`src/rtl/wrseq_pkg.sv`:
```
package wrseq_pkg;

    typedef enum logic {
        ST_IDLE  = 1'b0,
        ST_BURST = 1'b1
    } wr_state_t;

    localparam int LEN_W = 4;

    // Fixed burst lengths; unused codes fall back to a single word.
    function automatic logic [LEN_W-1:0] burst_words(input logic [2:0] mode);
        logic [LEN_W-1:0] w;
        case (mode)
            3'd1:    w = 4'd2;
            3'd2:    w = 4'd4;
            3'd3:    w = 4'd8;
            default: w = 4'd1;
        endcase
        return w;
    endfunction

    function automatic logic is_full_page(input logic [2:0] mode);
        return mode == 3'd7;
    endfunction

endpackage

```
`src/rtl/wrseq_cmd_dec.sv`:
```
module wrseq_cmd_dec (
    input  logic cke,
    input  logic cs_n,
    input  logic ras_n,
    input  logic cas_n,
    input  logic we_n,
    output logic is_write,
    output logic is_term
);
    assign is_write = cke & ~cs_n & ras_n & ~cas_n & ~we_n;
    assign is_term  = cke & ~cs_n & ras_n &  cas_n & ~we_n;
endmodule

```
`src/rtl/wrseq_col_step.sv`:
```
module wrseq_col_step #(
    parameter int COL_W = 9
) (
    input  logic [COL_W-1:0] col,
    input  logic [COL_W-1:0] mask,
    output logic [COL_W-1:0] nxt
);
    logic [COL_W-1:0] inc;
    assign inc = col + COL_W'(1);
    // Bits above the mask stay put, bits inside it count and wrap.
    assign nxt = (col & ~mask) | (inc & mask);
endmodule

```
`src/rtl/sdram_wr_burst_seq.sv`:
```
module sdram_wr_burst_seq
    import wrseq_pkg::*;
#(
    parameter int COL_W  = 9,
    parameter int BANK_W = 2,
    parameter int ADDR_W = 12,
    parameter int AP_BIT = 10
) (
    input  logic              clk,
    input  logic              rst_n,
    input  logic              cke,
    input  logic              cs_n,
    input  logic              ras_n,
    input  logic              cas_n,
    input  logic              we_n,
    input  logic [BANK_W-1:0] ba,
    input  logic [ADDR_W-1:0] addr,
    input  logic [2:0]        burst_mode,
    output logic              arr_we,
    output logic [BANK_W-1:0] arr_bank,
    output logic [COL_W-1:0]  arr_col,
    output logic              data_accept,
    output logic              ap_req,
    output logic [BANK_W-1:0] ap_bank
);

    wr_state_t         state_q, state_d;
    logic [COL_W-1:0]  col_q, col_d, mask_q, mask_d;
    logic [BANK_W-1:0] bank_q, bank_d;
    logic [LEN_W-1:0]  rem_q, rem_d;
    logic              full_q, full_d, ap_q, ap_d;
    logic              ap_req_q, ap_req_d;
    logic [BANK_W-1:0] ap_bank_q, ap_bank_d;

    logic              is_write, is_term;
    logic              cur_wr, cur_full, cur_ap, cur_last;
    logic [COL_W-1:0]  cur_col, cur_mask, nxt_col;
    logic [BANK_W-1:0] cur_bank;
    logic [LEN_W-1:0]  cur_rem;

    wrseq_cmd_dec u_dec (
        .cke      (cke),
        .cs_n     (cs_n),
        .ras_n    (ras_n),
        .cas_n    (cas_n),
        .we_n     (we_n),
        .is_write (is_write),
        .is_term  (is_term)
    );

    wrseq_col_step #(.COL_W(COL_W)) u_step (
        .col  (cur_col),
        .mask (cur_mask),
        .nxt  (nxt_col)
    );

    // State register
    always_ff @(posedge clk or negedge rst_n) begin
        if (!rst_n) begin
            state_q   <= ST_IDLE;
            col_q     <= '0;
            mask_q    <= '0;
            bank_q    <= '0;
            rem_q     <= '0;
            full_q    <= 1'b0;
            ap_q      <= 1'b0;
            ap_req_q  <= 1'b0;
            ap_bank_q <= '0;
        end else begin
            state_q   <= state_d;
            col_q     <= col_d;
            mask_q    <= mask_d;
            bank_q    <= bank_d;
            rem_q     <= rem_d;
            full_q    <= full_d;
            ap_q      <= ap_d;
            ap_req_q  <= ap_req_d;
            ap_bank_q <= ap_bank_d;
        end
    end

    // Outputs: what is written this cycle
    always_comb begin
        cur_wr   = 1'b0;
        cur_col  = col_q;
        cur_bank = bank_q;
        cur_mask = mask_q;
        cur_rem  = rem_q;
        cur_full = full_q;
        cur_ap   = ap_q;
        if (is_write) begin
            cur_wr   = 1'b1;
            cur_col  = addr[COL_W-1:0];
            cur_bank = ba;
            cur_full = is_full_page(burst_mode);
            cur_rem  = burst_words(burst_mode);
            cur_mask = cur_full ? '1 : COL_W'(burst_words(burst_mode) - LEN_W'(1));
            cur_ap   = addr[AP_BIT];
        end else begin
            unique case (state_q)
                ST_IDLE:  cur_wr = 1'b0;
                ST_BURST: cur_wr = cke & ~is_term;
            endcase
        end
        cur_last = cur_wr & ~cur_full & (cur_rem == LEN_W'(1));
    end

    // Next state
    always_comb begin
        state_d   = state_q;
        col_d     = col_q;
        mask_d    = mask_q;
        bank_d    = bank_q;
        rem_d     = rem_q;
        full_d    = full_q;
        ap_d      = ap_q;
        ap_req_d  = 1'b0;
        ap_bank_d = ap_bank_q;
        if (cke) begin
            if (cur_wr && !cur_last) begin
                state_d = ST_BURST;
                col_d   = nxt_col;
                mask_d  = cur_mask;
                bank_d  = cur_bank;
                rem_d   = cur_rem - LEN_W'(1);
                full_d  = cur_full;
                ap_d    = cur_ap;
            end else begin
                state_d = ST_IDLE;
            end
            ap_req_d  = cur_last & cur_ap;
            ap_bank_d = cur_bank;
        end
    end

    assign arr_we      = cur_wr;
    assign data_accept = cur_wr;
    assign arr_col     = cur_col;
    assign arr_bank    = cur_bank;
    assign ap_req      = ap_req_q;
    assign ap_bank     = ap_bank_q;

    // The first word lands with the command
    p_first_word_r1: assert property (@(posedge clk) disable iff (!rst_n)
        is_write |-> (arr_we && arr_col == addr[COL_W-1:0] && arr_bank == ba));

    // A burst that is not finished keeps writing the same bank unless stopped
    p_burst_continues_r2: assert property (@(posedge clk) disable iff (!rst_n)
        (arr_we && !cur_last && cke) |=>
        (!cke || is_write || is_term || (arr_we && arr_bank == $past(arr_bank))));

    // After the last word, only a new WRITE writes
    p_quiet_after_end_r3: assert property (@(posedge clk) disable iff (!rst_n)
        (arr_we && cur_last && cke) |=> (arr_we == is_write));

    // A precharge request always follows a written word
    p_ap_after_write_r6: assert property (@(posedge clk) disable iff (!rst_n)
        ap_req |-> $past(arr_we && cke));

    // Terminate writes nothing
    p_term_no_write_r8: assert property (@(posedge clk) disable iff (!rst_n)
        is_term |-> !arr_we);

    // Clock suspend writes nothing and holds position
    p_cke_freeze_r10: assert property (@(posedge clk) disable iff (!rst_n)
        !cke |=> ($stable(col_q) && $stable(state_q)));

    p_cke_no_write_r10: assert property (@(posedge clk) disable iff (!rst_n)
        !cke |-> !arr_we);

endmodule

```
`config.mk`:
```
export PLATFORM = sky130hd
export DESIGN_NAME = sdram_wr_burst_seq
export DESIGN_NICKNAME = d
export VERILOG_FILES = /design/src/rtl/wrseq_pkg.sv /design/src/rtl/wrseq_cmd_dec.sv /design/src/rtl/wrseq_col_step.sv /design/src/rtl/sdram_wr_burst_seq.sv
export SDC_FILE = /design/constraint.sdc
export NUM_CORES = 1
export LEC_CHECK = 0
export BUFFER_PORTS_ARGS = -buffer_cell sky130_fd_sc_hd__buf_2
export CORE_MARGIN = 1.5
export CORE_UTILIZATION = 56
export CTS_BUF_LIST = sky130_fd_sc_hd__clkbuf_4
export CTS_CLUSTER_DIAMETER = 80
export DETAILED_ROUTE_END_ITERATION = 8
export HOLD_SLACK_MARGIN = 0.15
export MAX_ROUTING_LAYER = met4
export PLACE_DENSITY_LB_ADDON = 0.15
export SLEW_MARGIN = 20
export SYNTH_ARGS = -nofsm -noshare
export SYNTH_HDL_FRONTEND = slang
export SYNTH_SLANG_ARGS = --single-unit
```
`constraint.sdc`:
```
create_clock -name clk -period 2.2 [get_ports clk]
set_input_delay 0.44 -clock clk [delete_from_list [all_inputs] [get_ports clk]]
set_output_delay 0.44 -clock clk [all_outputs]
set_load 0.005 [all_outputs]
```
==> results list <==
- Initial DRT Pass Iterations: 5
- Of the synthesized area, sequential elements account for 0.398.
- Most frequent cells in the layout: nand2_1 (32), buf_2 (32), dfrtp_1 (30), buf_4 (29)
- The synthesized design contains 30 register bits.
* Core area: 0.00313 mm2
* Clock latency at the later pin of the worst-skew pair: 0.35 ns
- Traced cell by cell, the critical path runs through buf_8, nor3b_4, and2_4, nand2_4, nand2_4, ha_4, or4b_4, o2111ai_4, buf_12, mux2_4.
- Along the worst path, the maximum fanout reaches 8.
- Setup repair after global routing missed its margin: true
- The worst hold path was traced through 3 stages.
- The via count of the first global-routing pass came to 1863.
- The initial utilization of the core area, before any placement, comes to 0.603.
- Final Wtd Congestion: 0.957
* Clock Root Buffer: clkbuf_4
- In this run, CTS created clock tree buffers numbering 5.
* Floorplan die area: 0.00373 mm2
- Overflow left after global routing: 0
* Count of boundary I/O pins: 40
* Drt via density: 6.21
* CTS tree: yes
- Final worst setup slack: -0.103 ns
* CTS Sinks: 30
* Number of distinct library cells after synthesis: 47
* WP data arrival: 2.56 ns
- The internal power of the cells totals 1.38 mW.
- Signed area change from the synthesized netlist to the final layout: 44.4%
- The completed layout was analyzed and its total power is 2.21 mW.
* Area of the multi-input gates: 0.00121 mm2
* Max-slew headroom: 0.551
- Of the total power, the share spent switching nets is 0.376.
- Antenna Nets Post-Route: 0
- Largest stage delay on the critical path: 0.49 ns
* Portion of total power attributed to combinational logic: 0.448
- Counting every instance in the synthesized netlist gives 210.
- The H-tree was split into 2 levels.
* Violated checks: negative setup slack
- The share of total power dissipated in the clock network is 0.154.
- Share of cells above drive strength 1: 0.425
- Max-cap violations in this run came to 0.
- Via total after detailed routing: 2044
- Measured in cells, the most critical reg-to-reg path has a length of 6.
- The layout has 167 filler cells.
* Hold WC Path Type: in2reg
- Peak supply drop: 0.590 mV
- Residual DRC: 0
- dfrtp_1 takes more of the synthesized area than any other cell.
* Endpoint class of the critical path: flop
- The total count of max-transition violations in the final report came to 0.
- Based on the critical path, the design can be clocked at up to 434 MHz.
* Count of warnings emitted by yosys: 0
- For the pin with the worst max-slew slack, the measured transition is 0.674 ns.
- Number of antenna violations at the first check in global routing: 0
- STA puts the critical path data required time at 2.45 ns.
- In this design, the critical path's most frequently occurring cell is nand2_4.
* Number of nets at the end of the flow: 311
* Period utilization: 1.05
* Post-layout minimum cycle time: 2.30 ns
- Across the whole layout, storage elements account for 751 um2.
- Detailed placer's ending HPWL: 3.51 mm
- Per-cell routed wire length: 18.9 um
- The share of total power dissipated in sequential elements is 0.398.
* Mapped Area: 0.00189 mm2
- Global-route wire length before repair: 8.63 mm
* Run status: finished with violations
- The clock arrives with 0.0194 ns of skew.
- After floorplanning, the core was divided into 20 placement rows.
- Across every metal layer, demand over resource in global routing totals 0.326.
- Number of hold violations in the final report: 0
- Placement-stage worst setup slack: -0.493 ns
- Port Buffer Count: 37
- The die is 61.0 um tall.
* Net load switching power: 831 uW
- Sorting the synthesized cells by area gives the leading types as dfrtp_1 (40%), nand2_1 (7.4%), mux2_2 (4.2%).
- Post-CTS clock slew at the launch and capture registers of the worst setup and hold paths: 0.11 ns
* Number of antenna diodes: 0
- Setup violations remaining at the end of the flow were counted as 13.
* Cell area power density: 812 mW/mm2
* Die Span X: 61.0 um
- Leakage power of the design: 1.35 nW
- The worst setup path is launched from an input pin.
* Syn_area_per_cell: 8.98 um2
- After detailed routing, the total wire length is 6.22 mm.
* DRC marker count from the first detailed-route iteration: 212
* Area fraction of the dominant cell type after synthesis: 0.398
- By startpoint and endpoint, the worst setup path is classified as in2reg.
- The largest individual stage delay along the critical path comes from the cell or4b_4.
* Final-layout setup total negative slack: -0.659 ns
* Syn Nets: 237
- Largest net degree at the start of global routing: 31
- No sink is reached through more buffers than the 2 on the longest clock path.
## metal layers
metal / GRT usage / vias up / part of all wire
li1: - / 899 / -
met1: 0.409 / 972 / 0.39
met2: 0.509 / 126 / 0.48
met3: 0.0840 / 47 / 0.079
met4: 0.121 / 0 / 0.053
met5: - / - / 0
## stage by stage
stage | cell area [um2] | utilization | cells | hold WS, ns
2_1_floorplan | 1940 | - | 210 | 0.144
3_3_place_gp | 2290 | 0.731 | 305 | 0.464
3_5_place_dp | 2290 | 0.731 | 305 | 0.477
4_1_cts | 2580 | 0.824 | 324 | 0.352
5_1_grt | 2730 | 0.871 | 329 | 0.376
6_report | 2730 | 0.871 | 329 | 0.343
## path summary, 6_finish.rpt
path | start | to | slack (ns)
worst max-delay path | cs_n | col_q[8]$_DFFE_PN0P_ | -0.10
worst min-delay path | addr[10] | ap_req$_DFF_PN0_ | 0.34
worst max register to register | rem_q[1]$_DFFE_PN0P_ | col_q[8]$_DFFE_PN0P_ | 0.03
worst min register to register | bank_q[1]$_DFFE_PN0P_ | bank_q[1]$_DFFE_PN0P_ | 0.50
max in group asynchronous | rst_n | mask_q[5]$_DFFE_PN0P_ | 1.10
min in group asynchronous | rst_n | ap_req$_DFF_PN0_ | 0.64
## final cells by class
cell class | instances | area share
clock buffer | 6 | 0.0165
clock inverter | 2 | 0.00321
inverter | 6 | 0.00826
multi-input combinational | 161 | 0.446
sequential | 30 | 0.275
tap | 44 | 0.0202
timing repair buffer | 80 | 0.230
## synth_stat cells (all sizes together)
cell	n
nor3	6
a2bb2oi	1
nor2	6
nor2b	2
o22ai	1
buf	10
nor3b	4
o31ai	2
clkbuf	3
o21ai	14
a22o	1
ha	3
nand4	6
o2111ai	2
a21o	6
mux2i	6
a41oi	1
dfrtp	30
and3	6
a21boi	3
o22a	3
and2	3
or3b	1
nor4b	1
nand2	37
or4b	1
mux2	8
xor2	3
nand3	8
or4	1
o21bai	1
a2111oi	1
nand2b	2
xnor2	4
inv	6
a21oi	15
and4	2
## repair_timing
item                                    in CTS  in global routing
pin swaps                                   10                 11
hold endpoints to repair                    16                  0
hold buffers                                 1                  0
cloned                                       1                  0
resized for setup                           23                 32
setup buffers                                9                  6
endpoints found under the setup margin      17                 32
## critical path, delay by kind of cell
kind            cells  cell delay (ns)
fa+ha+maj           1             0.14
buf+inv             2             0.27
mux                 1             0.29
compound gates      1             0.31
simple gates        5             1.09
## kinds of logic (layout without fill, tap and decap cells)
family | after synthesis | count (layout) | share of synthesized area
AND/OR/NAND/NOR | 86 | 86 | 0.239
AO/OA/AOI/OAI | 51 | 51 | 0.173
flip-flops | 30 | 30 | 0.398
buffers and inverters | 19 | 94 | 0.0577
XOR/XNOR | 7 | 7 | 0.0325
adder cells (fa/ha/maj) | 3 | 3 | 0.0199
multiplexers | 14 | 14 | 0.0796
## sequential cells by signal, summed over array words and instances, names as in the netlist
register  flops
ap_bank       2
ap_q          1
ap_req        1
bank_q        2
col_q         9
full_q        1
mask_q        9
rem_q         4
state_q       1
## power groups by stage
stage / combinational [mW] / sequential (mW) / clock (mW)
2_1_floorplan: 0.460 / 0.816 / 0
3_3_place_gp: 0.723 / 0.854 / 0
3_5_place_dp: 0.752 / 0.863 / 0
4_1_cts: 0.880 / 0.857 / 0.331
5_1_grt: 1.06 / 0.897 / 0.357
6_report: 0.991 / 0.881 / 0.340
Note: power is estimated with default switching activity, not from simulation.
